$ cat src/rtl/ds3_mfg_pkg.sv
package ds3_mfg_pkg;
  localparam int unsigned PAY_LEN = 84;
  localparam int unsigned BLK_N   = 8;
  localparam int unsigned SUB_N   = 7;
  localparam int unsigned C_PER   = (BLK_N - 2) / 2;
  localparam int unsigned MF_LEN  = SUB_N * BLK_N * (PAY_LEN + 1);
  localparam logic [3:0]  F_PAT   = 4'b1001;  // F4..F1
  localparam logic [2:0]  M_PAT   = 3'b010;   // M3..M1
  typedef enum logic [1:0] {LEAD_X, LEAD_P, LEAD_M} lead_e;
endpackage

$ cat src/rtl/ds3_pos_cnt.sv
module ds3_pos_cnt #(
  parameter int unsigned PAY_LEN = 84,
  parameter int unsigned BLK_N   = 8,
  parameter int unsigned SUB_N   = 7,
  localparam int unsigned BIT_W  = $clog2(PAY_LEN + 1),
  localparam int unsigned BLK_W  = $clog2(BLK_N),
  localparam int unsigned SUB_W  = $clog2(SUB_N)
) (
  input  logic             clk_i,
  input  logic             rst_ni,
  output logic [SUB_W-1:0] sub_o,
  output logic [BLK_W-1:0] blk_o,
  output logic             is_oh_o,
  output logic             mf_first_o,
  output logic             mf_last_o
);
  localparam logic [BIT_W-1:0] BIT_LAST = BIT_W'(PAY_LEN);
  localparam logic [BLK_W-1:0] BLK_LAST = BLK_W'(BLK_N - 1);
  localparam logic [SUB_W-1:0] SUB_LAST = SUB_W'(SUB_N - 1);

  logic [BIT_W-1:0] bit_q;
  logic [BLK_W-1:0] blk_q;
  logic [SUB_W-1:0] sub_q;
  logic             blk_end, sub_end;

  assign blk_end = (bit_q == BIT_LAST);
  assign sub_end = blk_end && (blk_q == BLK_LAST);

  always_ff @(posedge clk_i or negedge rst_ni) begin
    if (!rst_ni) begin
      bit_q <= '0;
      blk_q <= '0;
      sub_q <= '0;
    end else begin
      bit_q <= blk_end ? '0 : bit_q + 1'b1;
      if (blk_end) blk_q <= (blk_q == BLK_LAST) ? '0 : blk_q + 1'b1;
      if (sub_end) sub_q <= (sub_q == SUB_LAST) ? '0 : sub_q + 1'b1;
    end
  end

  assign sub_o      = sub_q;
  assign blk_o      = blk_q;
  assign is_oh_o    = (bit_q == '0);
  assign mf_first_o = is_oh_o && (blk_q == '0) && (sub_q == '0);
  assign mf_last_o  = sub_end && (sub_q == SUB_LAST);
endmodule

$ cat src/rtl/ds3_oh_sel.sv
module ds3_oh_sel
  import ds3_mfg_pkg::*;
#(
  parameter int unsigned BLK_N  = 8,
  parameter int unsigned SUB_N  = 7,
  localparam int unsigned BLK_W = $clog2(BLK_N),
  localparam int unsigned SUB_W = $clog2(SUB_N),
  localparam int unsigned CB_W  = SUB_N * ((BLK_N - 2) / 2),
  localparam int unsigned CI_W  = $clog2(CB_W)
) (
  input  logic [SUB_W-1:0] sub_i,
  input  logic [BLK_W-1:0] blk_i,
  input  logic             alarm_i,
  input  logic             par_i,
  input  logic [CB_W-1:0]  c_bits_i,
  output logic             oh_bit_o
);
  localparam int unsigned CPS = (BLK_N - 2) / 2;

  lead_e             lead_kind;
  logic              lead_bit;
  logic [CI_W-1:0]   c_idx;
  logic [BLK_W-2:0]  pair;

  assign pair  = blk_i[BLK_W-1:1];
  assign c_idx = CI_W'(int'(sub_i) * CPS + int'(pair) - 1);

  always_comb begin
    if (sub_i < SUB_W'(2))      lead_kind = LEAD_X;
    else if (sub_i < SUB_W'(4)) lead_kind = LEAD_P;
    else                        lead_kind = LEAD_M;
  end

  always_comb begin
    unique case (lead_kind)
      LEAD_X:  lead_bit = ~alarm_i;
      LEAD_P:  lead_bit = par_i;
      default: lead_bit = M_PAT[2'(sub_i - SUB_W'(4))];
    endcase
  end

  always_comb begin
    if (blk_i == '0)    oh_bit_o = lead_bit;
    else if (blk_i[0])  oh_bit_o = F_PAT[pair];
    else                oh_bit_o = c_bits_i[c_idx];
  end
endmodule

$ cat src/rtl/ds3_par_acc.sv
module ds3_par_acc (
  input  logic clk_i,
  input  logic rst_ni,
  input  logic take_i,
  input  logic bit_i,
  input  logic mf_last_i,
  output logic par_o
);
  logic acc_q, par_q;

  always_ff @(posedge clk_i or negedge rst_ni) begin
    if (!rst_ni) begin
      acc_q <= 1'b0;
      par_q <= 1'b0;
    end else if (mf_last_i) begin
      par_q <= acc_q ^ bit_i;
      acc_q <= 1'b0;
    end else if (take_i) begin
      acc_q <= acc_q ^ bit_i;
    end
  end

  assign par_o = par_q;
endmodule

$ cat src/rtl/ds3_nib_trk.sv
module ds3_nib_trk #(
  parameter int unsigned NIB_LEN = 4,
  localparam int unsigned PH_W   = $clog2(NIB_LEN)
) (
  input  logic clk_i,
  input  logic rst_ni,
  input  logic is_oh_i,
  input  logic nib_en_i,
  output logic nib_o
);
  logic [PH_W-1:0] ph_q;

  always_ff @(posedge clk_i or negedge rst_ni) begin
    if (!rst_ni)      ph_q <= '0;
    else if (is_oh_i) ph_q <= '0;
    else              ph_q <= (ph_q == PH_W'(NIB_LEN - 1)) ? '0 : ph_q + 1'b1;
  end

  assign nib_o = nib_en_i && !is_oh_i && (ph_q == '0);
endmodule

$ cat src/rtl/ds3_mframe_gen.sv
module ds3_mframe_gen
  import ds3_mfg_pkg::*;
#(
  parameter int unsigned P_PAY_LEN = PAY_LEN,
  parameter int unsigned P_BLK_N   = BLK_N,
  parameter int unsigned P_SUB_N   = SUB_N,
  localparam int unsigned BLK_W    = $clog2(P_BLK_N),
  localparam int unsigned SUB_W    = $clog2(P_SUB_N),
  localparam int unsigned CB_W     = P_SUB_N * ((P_BLK_N - 2) / 2)
) (
  input  logic            clk_i,
  input  logic            rst_ni,
  input  logic            pay_bit_i,
  input  logic            alarm_i,
  input  logic [CB_W-1:0] c_bits_i,
  input  logic            nib_align_i,
  input  logic            plcp_i,
  output logic            ser_o,
  output logic            sof_o,
  output logic            pay_req_o,
  output logic            nib_o
);
  logic [SUB_W-1:0] sub;
  logic [BLK_W-1:0] blk;
  logic is_oh, mf_first, mf_last, par, oh_bit;
  logic ser_q, sof_q;

  ds3_pos_cnt #(.PAY_LEN(P_PAY_LEN), .BLK_N(P_BLK_N), .SUB_N(P_SUB_N)) u_pos (
    .clk_i, .rst_ni, .sub_o(sub), .blk_o(blk), .is_oh_o(is_oh),
    .mf_first_o(mf_first), .mf_last_o(mf_last)
  );

  ds3_oh_sel #(.BLK_N(P_BLK_N), .SUB_N(P_SUB_N)) u_oh (
    .sub_i(sub), .blk_i(blk), .alarm_i, .par_i(par), .c_bits_i, .oh_bit_o(oh_bit)
  );

  ds3_par_acc u_par (
    .clk_i, .rst_ni, .take_i(!is_oh), .bit_i(pay_bit_i),
    .mf_last_i(mf_last), .par_o(par)
  );

  // convergence-frame mode forces nibble alignment
  ds3_nib_trk #(.NIB_LEN(4)) u_nib (
    .clk_i, .rst_ni, .is_oh_i(is_oh), .nib_en_i(plcp_i | nib_align_i), .nib_o
  );

  always_ff @(posedge clk_i or negedge rst_ni) begin
    if (!rst_ni) begin
      ser_q <= 1'b0;
      sof_q <= 1'b0;
    end else begin
      ser_q <= is_oh ? oh_bit : pay_bit_i;
      sof_q <= mf_first;
    end
  end

  assign ser_o     = ser_q;
  assign sof_o     = sof_q;
  assign pay_req_o = !is_oh;
endmodule

$ cat config.mk
export PLATFORM = sky130hd
export DESIGN_NAME = ds3_mframe_gen
export DESIGN_NICKNAME = d
export VERILOG_FILES = /design/src/rtl/ds3_mfg_pkg.sv /design/src/rtl/ds3_pos_cnt.sv /design/src/rtl/ds3_oh_sel.sv /design/src/rtl/ds3_par_acc.sv /design/src/rtl/ds3_nib_trk.sv /design/src/rtl/ds3_mframe_gen.sv
export SDC_FILE = /design/constraint.sdc
export NUM_CORES = 1
export LEC_CHECK = 0
export ABC_AREA = 0
export BUFFER_PORTS_ARGS = -buffer_cell sky130_fd_sc_hd__buf_2
export CAP_MARGIN = 20
export CORE_MARGIN = 3
export CORE_UTILIZATION = 49
export CTS_CLUSTER_SIZE = 20
export DETAILED_ROUTE_END_ITERATION = 6
export PLACE_DENSITY = 0.76
export SYNTH_ARGS = -nofsm -noshare
export SYNTH_HDL_FRONTEND = slang
export SYNTH_SLANG_ARGS = --single-unit
$ cat constraint.sdc
create_clock -name clk_i -period 2.6 [get_ports clk_i]
set_input_delay 0.39 -clock clk_i [delete_from_list [all_inputs] [get_ports clk_i]]
set_output_delay 0.39 -clock clk_i [all_outputs]
set_load 0.02 [all_outputs]
## After elaboration in Yosys (flattened, before gate mapping)

Index checks and enable logic that the tools add are counted.

| word-level totals | value |
|---|---|
| register bits | 19 |
| input bits | 27 |

| cells by class | value |
|---|---|
| muxes and demuxes | 19 |
| order comparisons | 5 |
| $add $sub $neg | 7 |
| $mul | 1 |
| bitwise operators | 3 |
| equal/unequal tests | 6 |
| reductions and logical operators | 12 |

Operators by type and width:

| operator | number |
|---|---|
| $mux 1 | 8 |
| $mux 2 | 4 |
| $add 7x1->7 const B | 1 |
| $eq 7x7->1 const B | 1 |
| $logic_not 7->1 | 1 |
| $mux 7 | 1 |
| $add 3x1->3 const B | 2 |
| $eq 3x3->1 const B | 2 |
| $logic_and 1x1->1 | 6 |
| $logic_not 3->1 | 2 |
| $lt 2x3->1 const B | 2 |
| $lt 5x6->1 const B | 1 |
| $mux 3 | 2 |
| $add 5x2->5 | 1 |
| $bmux 1 s5 | 1 |
| $mul 3x2->5 const B | 1 |
| $sub 5x1->5 const B | 1 |
| $bmux 1 s2 | 2 |
| $logic_not 2->1 | 2 |
| $lt 3x2->1 const B | 1 |
| $lt 3x3->1 const B | 1 |
| $add 2x1->2 const B | 1 |
| $eq 2x1->1 const B | 1 |
| $eq 2x2->1 const B | 1 |
| other kinds (7) | 7 |

## Longest topological paths before layout

Gate-level depths: netlist of the first run.

| depth | value |
|---|---|
| depth in word-level cells | 8 |
| gate-level depth with buffers | 10 |

## Modules after synthesis

A second synthesis of the first run with hierarchy kept.

| second synthesis, totals | value |
|---|---|
| cell total of the unflattened synthesis | 141 |
| area, all modules | 1480.2 um2 |

Modules (own cells, without submodules):

| module | cells an instance | area an instance (um2) | instances |
|---|---|---|---|
| ds3_pos_cnt | 64 | 694.4 | 1 |
| ds3_oh_sel | 56 | 528.0 | 1 |
| ds3_par_acc | 8 | 93.8 | 1 |
| ds3_nib_trk | 8 | 88.8 | 1 |
| ds3_mframe_gen | 5 | 75.1 | 1 |

## Worst setup path after synthesis of the first run

OpenSTA, ideal clock, no wires.

| timing | value |
|---|---|
| path kind | register to register |
| start point | reg u_pos.sub_q[1] (netlist: u_pos.sub_o[1]) |
| end point | reg ser_q (netlist: ser_o) |
| setup time | 0.119 ns |
| data arrival time | 2.552 ns |
| data required time | 2.481 ns |
| clock period less this slack | 2.671 ns |
| buffers on the path | 1 |
| cell stages (with the launch flop) | 11 |
| path slack | -0.071 ns |
| cell sequence | dfrtp_1 clkbuf_1 inv_1 nand2_1 fa_1 fa_1 nor2b_1 a22oi_1 nand4_1 nand4b_1 and2_1 |

| between the ends | value |
|---|---|
| cells in the longest elaborated chain, start to end | 8 |

Ends and longest elaborated chain:

| element | line | source |
|---|---|---|
| from (decl) | ds3_pos_cnt.sv:23 | `logic [SUB_W-1:0] sub_q;` |
| from (signal assigned) | ds3_pos_cnt.sv:37 | `if (sub_end) sub_q <= (sub_q == SUB_LAST) ? '0 : sub_q + 1'b1;` |
| $mul 3x2->5 | ds3_oh_sel.sv:26 | `assign c_idx = CI_W'(int'(sub_i) * CPS + int'(pair) - 1);` |
| $add 5x2->5 | ds3_oh_sel.sv:26 |  |
| $sub 5x1->5 | ds3_oh_sel.sv:26 |  |
| $bmux 1 s5 | ds3_oh_sel.sv:45 | `else oh_bit_o = c_bits_i[c_idx];` |
| $mux 1 (implied by the code) | ds3_oh_sel.sv:45 |  |
| $mux 1 | ds3_oh_sel.sv:44 | `else if (blk_i[0]) oh_bit_o = F_PAT[pair];` |
| $mux 1 * | ds3_oh_sel.sv:43 | `if (blk_i == '0) oh_bit_o = lead_bit;` |
| $mux 1 * | ds3_mframe_gen.sv:52 | `ser_q <= is_oh ? oh_bit : pay_bit_i;` |
| to (signal assigned) | ds3_mframe_gen.sv:52 |  |
| to (decl) | ds3_mframe_gen.sv:26 | `logic ser_q, sof_q;` |

Mark *: on every way between the ends. The rest lies on a longest branch, timed or not. The select of a mux whose other input is x is not followed.
A chain may end at the register's enable or synchronous reset.

## Worst setup path in the final report of the first run

Same ends and word-level chain as after synthesis.

==> summary.md, run 1 <==
| Metric | Value |
|---|---|
| Crit start category | flip-flop |
| Post-route cell area | 0.00169 mm2 |
| Fin nets | 228 |
| Netlist cell types | 42 |
| Clk slew on worst S/H paths | 0.11 ns |
| Core area | 0.00278 mm2 |
| Pins Over Slew Limit | 0 |
| Util after Layout | 0.607 |
| Post-Syn Area | 0.00144 mm2 |
| GRT met2 Usage | 0.330 |
| Vias per std cell | 5.45 |
| CP startpoint | u_pos.sub_o[1]$_DFFE_PN0P_ |
| Synth Area in Compound Gates | 0.113 |
| Pwr/cell area | 307 mW/mm2 |
| Antenna violations before repair | 0 |
| Post-Synth Adder-Cell Area | 0.166 |
| Reg2reg end | ser_o$_DFF_PN0_ |
| Post-synth top flop | dfrtp_1 |
| Slew headroom | 0.642 |
| Slew @ Worst Pin | 0.537 ns |
| FILL cells | 252 |
| First-pass GRT wire length | a little over 5 mm |
| M1 GR Usage | 0.227 |
| CTS root buffer | clkbuf_4 |
| Max rail drop VDD | 0.399 mV |
| Xor/xnor cell area share of the yosys netlist | 0.0607 |
| Grt ovf | 0 |
| GP Congestion | 0.825 |
| Vias | roughly 1.2k |
| Max Cap Viol | 0 |
| Sink Count | 19 |
| Setup slack at placement | -0.0155 ns |
| Longest Clk Path Bufs | 2 |
| RSZ-0062 raised after global routing | false |
| DRT iter0 DRCs | 42 |
| M3 GR Usage | 0.0410 |
| Largest net degree at the start of global routing | 20 |
| WL per Instance | 14.1 um |
| Synth Warn # | 0 |
| Worst-Skew Late Latency | roughly 0.3 ns |
| Drt pass-1 iters | 4 |
| Final WL | between 2 and 3 mm |
| Via count of the first global-routing pass | 1192 |
| Seq cells post-synth | 19 |
| DIE AREA | 0.00363 mm2 |
| Maximum clock rate | 0.410 GHz |
| Busiest grt layer | met2 |
| Num rows | 19 |
| CP max-delay cell | fa_2 |
| Post-Synth Simple-Gate Area | 0.192 |
| DP Area | 0.00165 mm2 |
| Critical path class | flip-flop to flip-flop |
| Leakage | 0.848 nW |
| Cell mode on critical path | fa_2 |
| Worst-path fanout max | 7 |
| CTS tree | done |
| Largest family of logic cells by synthesized area | simple AND/OR/NAND/NOR gates |
| Final hold slack | -0.00807 ns |
| Final Hold Viols | 11 |
| Routed Antenna Nets | 0 |
| Area Overhead vs Synth | 17.0% |
| DP HPWL | 2.39 mm |
| Arr. time, crit path | 2.69 ns |
| Register area share after synthesis | 0.329 |
| Setup Skew | ~0.012 ns |
| Violated checks | hold timing |
| Ports | 31 |
| Synthesized Nets | just under 200 |
| Initial Util | 0.519 |
| Fraction of registers with async set/reset | 1.00 |
| Minimum clock period | 2.44 ns |
| Status | finished, violations left |
| Mux cell area share after synthesis | 0.0936 |
| Layout cell share with drive strength beyond 1 | 0.286 |
| Number of synthesized flops with an enable pin | 0 |
| Global Route Usage Sum | 0.188 |
| Syn Area/Cell | between 9 and 10 um2 |
| Die Y | 60.3 um |
| Num CTS Buffers | 3 |
| R2R Path Start | u_pos.sub_o[1]$_DFFE_PN0P_ |
| WP data required | ~2.9 ns |
| FF-to-FF setup slack | around 0.16 ns |
| Die Width | 60.3 um |
| Max incr delay on CP | 0.57 ns |
| FF-to-FF path depth | 9 |
| Critical path cell sequence | inv_2, nand2_2, fa_2, fa_2, nor2b_1, a22oi_1, nand4_1, nand4b_1, and2_1 |
| Critical path endpoint category | flip-flop |
| Final period util | 0.937 |
| Ant. Diodes | 0 |
| Setup WS post-layout | 0.164 ns |
| Number of H-tree levels | 1 |
| Final setup fails | 0 |
| # DRC | 0 |
| Syn Inst Count | between 100 and 150 |
| Port Buf Inserts | 30 |
| Hold Crit Class | input port to asynchronous set/reset pin |
==> how the worst max path moves through the flow <==
stage                            to  slack (ns)  cells past startpoint
detailed placement  ser_o$_DFF_PN0_       -0.02                      9
floorplan           ser_o$_DFF_PN0_        0.02                     10
global route        ser_o$_DFF_PN0_       0.007                      9
global placement    ser_o$_DFF_PN0_        0.15                      9
finish              ser_o$_DFF_PN0_        0.16                      9
CTS                 ser_o$_DFF_PN0_        0.02                      9
==> Yosys cell counts, types with 2 or more instances <==
cell type,instances,share of area
mux2i_1,9,0.062
nor2_1,12,0.031
a21oi_1,5,0.017
dfrtp_1,19,0.33
mux2_1,2,0.016
ha_1,16,0.14
nand2b_1,2,0.0087
nor2b_1,3,0.013
xnor2_1,6,0.036
o21ai_0,3,0.010
and2_1,2,0.0087
inv_1,13,0.034
buf_2,2,0.0069
fa_1,2,0.028
nand3_1,7,0.024
nor3b_1,2,0.010
xor2_1,4,0.024
nand2_1,9,0.023
nor4_2,2,0.017
mux2_2,2,0.016
clkbuf_1,2,0.0052
o21ai_1,4,0.014
==> layout by cell type, fill, tap and decap left out, types with 2 or more instances in the layout <==
master	instances
mux2_2	2
dfrtp_1	19
xor2_1	4
o21ai_1	4
a21oi_1	5
nor2_1	12
nand2_1	8
and2_1	2
buf_2	30
nor2b_1	3
nor3b_1	2
mux2i_1	9
buf_4	4
inv_1	11
nand3_1	7
nand2b_1	2
clkbuf_4	3
mux2_1	2
ha_1	16
o21ai_0	3
nand2_2	2
fa_2	2
xnor2_1	6
inv_2	2
==> metrics by stage <==
step | power, mW | TNS [ns] | std cells | hold slack [ns]
4_1_cts | 0.525 | 0 | 213 | 0.00407
6_report | 0.518 | 0 | 213 | -0.00807
2_1_floorplan | 0.342 | 0 | 148 | 0.0944
5_1_grt | 0.539 | 0 | 213 | 0.0160
3_5_place_dp | 0.374 | -0.0155 | 209 | 0.351
3_3_place_gp | 0.372 | 0 | 209 | 0.346
==> state kept, by name, indices dropped and copies added (netlist names) <==
register	flops
u_pos.sub_o	3
ser_o	1
u_pos.bit_q	7
u_pos.blk_o	3
u_nib.ph_q	2
sof_o	1
u_par.acc_q	1
u_par.par_o	1
==> routing by layer <==
metal	up-vias	wire [um]
met5	-	0
met2	34	1560
li1	577	-
met1	544	1270
met4	0	29
met3	5	135
==> report_power, final <==
part | switching (mW) | internal (mW) | total (mW)
clock | 0.0929 | 0.0574 | 0.150
sequential | 0.00644 | 0.304 | 0.311
combinational | 0.0270 | 0.0304 | 0.0574
total | 0.126 | 0.392 | 0.518
==> cell families after synthesis <==
logic type,Yosys count
AO/OA/AOI/OAI,22
AND/OR/NAND/NOR,49
buffers and inverters,17
XOR/XNOR,10
multiplexers,13
flip-flops,19
adder cells (fa/ha/maj),18
==> critical path, delay by kind of cell (launching register included) <==
| family | cells | cell delay (ns) |
|---|---|---|
| fa+ha+maj | 2 | 1.06 |
| simple gates | 5 | 0.62 |
| flops | 1 | 0.44 |
| compound gates | 1 | 0.18 |
| buf+inv | 1 | 0.10 |
==> area by class of cell <==
cell class,count,area (um2),area share
clock buffer,3,22.5,0.0133
clock inverter,1,5.00,0.00296
sequential,19,475,0.281
inverter,13,48.8,0.0289
timing repair buffer,34,180,0.107
tap,31,38.8,0.0230
multi-input combinational,112,918,0.544
==> repair_timing <==
item | 4_1_cts | 5_1_grt
buffers inserted | 0 | 0
endpoints found under the setup margin | 1 | 2
pin swaps | 0 | 1
hold buffers | 0 | 0
gates resized for setup | 1 | 5
(Power assumes the default switching activity.)
==> run 2, diff against run 1 <==
- CORE_UTILIZATION: 49 -> 50
- PLACE_DENSITY: 0.76 -> 0.74
- clock period: 2.6 -> 2.8 ns (I/O delays scaled with it)
==> run 2 against run 1 <==
Highest routed layer unchanged. The run now ends clean. Clock skew decreased by 0.0017 ns. Global-route usage decreased by 0.57 points. Clock power decreased by 6%. Critical path type unchanged.
==> summary.md, run 2 (same netlist as run 1, synthesis figures left out) <==
| Metric | Value |
|---|---|
| Arr. time, crit path | 2.82 ns (was 2.69 ns) |
| Worst-Skew Late Latency | 0.31 ns (was 0.30 ns) |
| FF-to-FF path depth | 9 (unchanged) |
| Final period util | 0.932 (was 0.937) |
| Critical path cell sequence | inv_2, nand2_1, fa_1, fa_2, nor2b_1, a22oi_1, nand4_1, nand4b_1, and2_1 (was inv_2, nand2_2, fa_2, fa_2, nor2b_1, a22oi_1, nand4_1, nand4b_1, and2_1) |
| DP HPWL | 2.39 mm (about the same) |
| Largest register FFs | 7 (unchanged) |
| WL per Instance | 13.8 um (was 14.1 um) |
| Delay-heaviest family, CP | adder cells (unchanged) |
| Grt ovf | 0 (unchanged) |
| Slew headroom | 0.658 (was 0.642) |
| CTS root buffer | clkbuf_4 (unchanged) |
| Routed Antenna Nets | 0 (unchanged) |
| Ports | 31 (unchanged) |
| Layout cell share with drive strength beyond 1 | 0.261 (was 0.286) |
| Area Overhead vs Synth | 14.9% (was 17.0%) |
| CP max-delay cell | fa_2 (unchanged) |
| Vias per std cell | 5.33 (was 5.45) |
| FF-to-FF setup slack | 0.19 ns (was 0.16 ns) |
| Critical path class | flip-flop to flip-flop (unchanged) |
| Commonest non-fill, non-tap cell in the layout | buf_2 (unchanged) |
| Maximum clock rate | 0.383 GHz (was 0.410 GHz) |
| Reg2reg end | ser_o$_DFF_PN0_ (unchanged) |
| Num rows | 18 (was 19) |
| Number of H-tree levels | 1 (unchanged) |
| Ant. Diodes | 0 (unchanged) |
| Sink Count | 19 (unchanged) |
| Hold Crit Class | input port to asynchronous set/reset pin (unchanged) |
| Max Cap Viol | 0 (unchanged) |
| Most frequent cells in the layout | buf_2, dfrtp_1, ha_1 (unchanged) |
| Final Hold Viols | 0 (was 11) |
| Slew @ Worst Pin | 0.513 ns (was 0.537 ns) |
| RSZ-0062 raised after global routing | false (unchanged) |
| GP Congestion | 0.851 (was 0.825) |
| Worst-path fanout max | 7 (unchanged) |
| Antenna violations before repair | 0 (unchanged) |
| Setup Skew | 0.00979 ns (was 0.0115 ns) |
| Final WL | 2.90 mm (was 2.99 mm) |
| Max rail drop VDD | 0.359 mV (was 0.399 mV) |
| Setup slack at placement | 0.140 ns (was -0.0155 ns) |
| Crit start category | flip-flop (unchanged) |
| # DRC | 0 (unchanged) |
| WP data required | 3.01 ns (was 2.85 ns) |
| Total negative slack | 0 ns (unchanged) |
| Status | completed (was finished, violations left) |
| Clk slew on worst S/H paths | 0.11 ns (about the same) |
| Longest Clk Path Bufs | 2 (unchanged) |
| Critical path endpoint category | flip-flop (unchanged) |
| DIE AREA | 0.00357 mm2 (was 0.00363 mm2) |
| DRT iter0 DRCs | 42 (unchanged) |
| Setup WS post-layout | 0.190 ns (was 0.164 ns) |
| Util after Layout | 0.635 (was 0.607) |
| Pwr/cell area | 291 mW/mm2 (was 307 mW/mm2) |
| Core area | 0.00261 mm2 (was 0.00278 mm2) |
| Crit path buffers/inverters | 1 (unchanged) |
| Die Y | 59.7 um (was 60.3 um) |
| Port Buf Inserts | 30 (unchanged) |
| Largest net degree at the start of global routing | 20 (unchanged) |
| Initial Util | 0.553 (was 0.519) |
| Final setup fails | 0 (unchanged) |
| Fin nets | 226 (was 228) |
| Largest reg by FF count | u_pos.bit_q (unchanged) |
| Global Route Usage Sum | 0.183 (was 0.188) |
| Vias | 1119 (was 1160) |
| Die Width | 59.7 um (was 60.3 um) |
| Via count of the first global-routing pass | 1153 (was 1192) |
| Leakage | 0.839 nW (was 0.848 nW) |
| FILL cells | 231 (was 252) |
| CTS tree | done (unchanged) |
| Max incr delay on CP | 0.66 ns (was 0.57 ns) |
| First-pass GRT wire length | 4.92 mm (was 5.11 mm) |
| R2R Path Start | u_pos.sub_o[0]$_DFFE_PN0P_ (was u_pos.sub_o[1]$_DFFE_PN0P_) |
| Minimum clock period | 2.61 ns (was 2.44 ns) |
| Drt pass-1 iters | 4 (unchanged) |
| Num CTS Buffers | 3 (unchanged) |
| Pins Over Slew Limit | 0 (unchanged) |
run 2: final cells by class:
cell class | instances | area, um2 | area share
clock buffers | 3 | 22.5 | 0.0136
well taps | 30 | 37.5 | 0.0226
flip-flops and latches | 19 | 475 | 0.287
multi-input cells | 112 | 905 | 0.545
clock inverters | 1 | 5.00 | 0.00302
repair buffers | 32 | 165 | 0.0995
inverters | 13 | 48.8 | 0.0294
run 2: how the worst max path moves through the flow:
stage               cells past startpoint              end                  startpoint  slack [ns]
floorplan                              10  ser_o$_DFF_PN0_  u_pos.sub_o[1]$_DFFE_PN0P_        0.13
global placement                        9  ser_o$_DFF_PN0_  u_pos.sub_o[0]$_DFFE_PN0P_        0.27
detailed placement                      9  ser_o$_DFF_PN0_  u_pos.sub_o[0]$_DFFE_PN0P_        0.14
CTS                                     9  ser_o$_DFF_PN0_  u_pos.sub_o[0]$_DFFE_PN0P_        0.13
global route                            9  ser_o$_DFF_PN0_  u_pos.sub_o[0]$_DFFE_PN0P_        0.04
finish                                  9  ser_o$_DFF_PN0_  u_pos.sub_o[0]$_DFFE_PN0P_        0.19
run 2: repair_timing:
action	in CTS	in global routing
gates resized for setup	0	2
hold buffers	0	0
buffers inserted	0	0
endpoints found under the setup margin	0	1
run 2: per-layer routing:
| layer | global-route usage | vias up | part of all wire |
|---|---|---|---|
| met5 | 0 | - | 0 |
| li1 | - | 570 | - |
| met3 | 0.0432 | 4 | 0.027 |
| met1 | 0.222 | 532 | 0.44 |
| met4 | 0.0570 | 0 | 0.010 |
| met2 | 0.316 | 13 | 0.52 |
run 2: power by group:
part / leakage, nW / switching, mW / internal (mW)
combinational: 0.575 / 0.0241 / 0.0282
clock: 0.0177 / 0.0877 / 0.0534
sequential: 0.247 / 0.00675 / 0.282
run 2: metrics by stage:
stage / power (mW) / cells / cell area (um2) / hold slack [ns]
after floorplan: 0.318 / 148 / 1440 / 0.124
after global placement: 0.344 / 206 / 1630 / 0.375
after detailed placement: 0.347 / 206 / 1630 / 0.388
after CTS: 0.492 / 210 / 1660 / 0.0375
after global routing: 0.502 / 210 / 1660 / 0.0489
final: 0.482 / 210 / 1660 / 0.0248
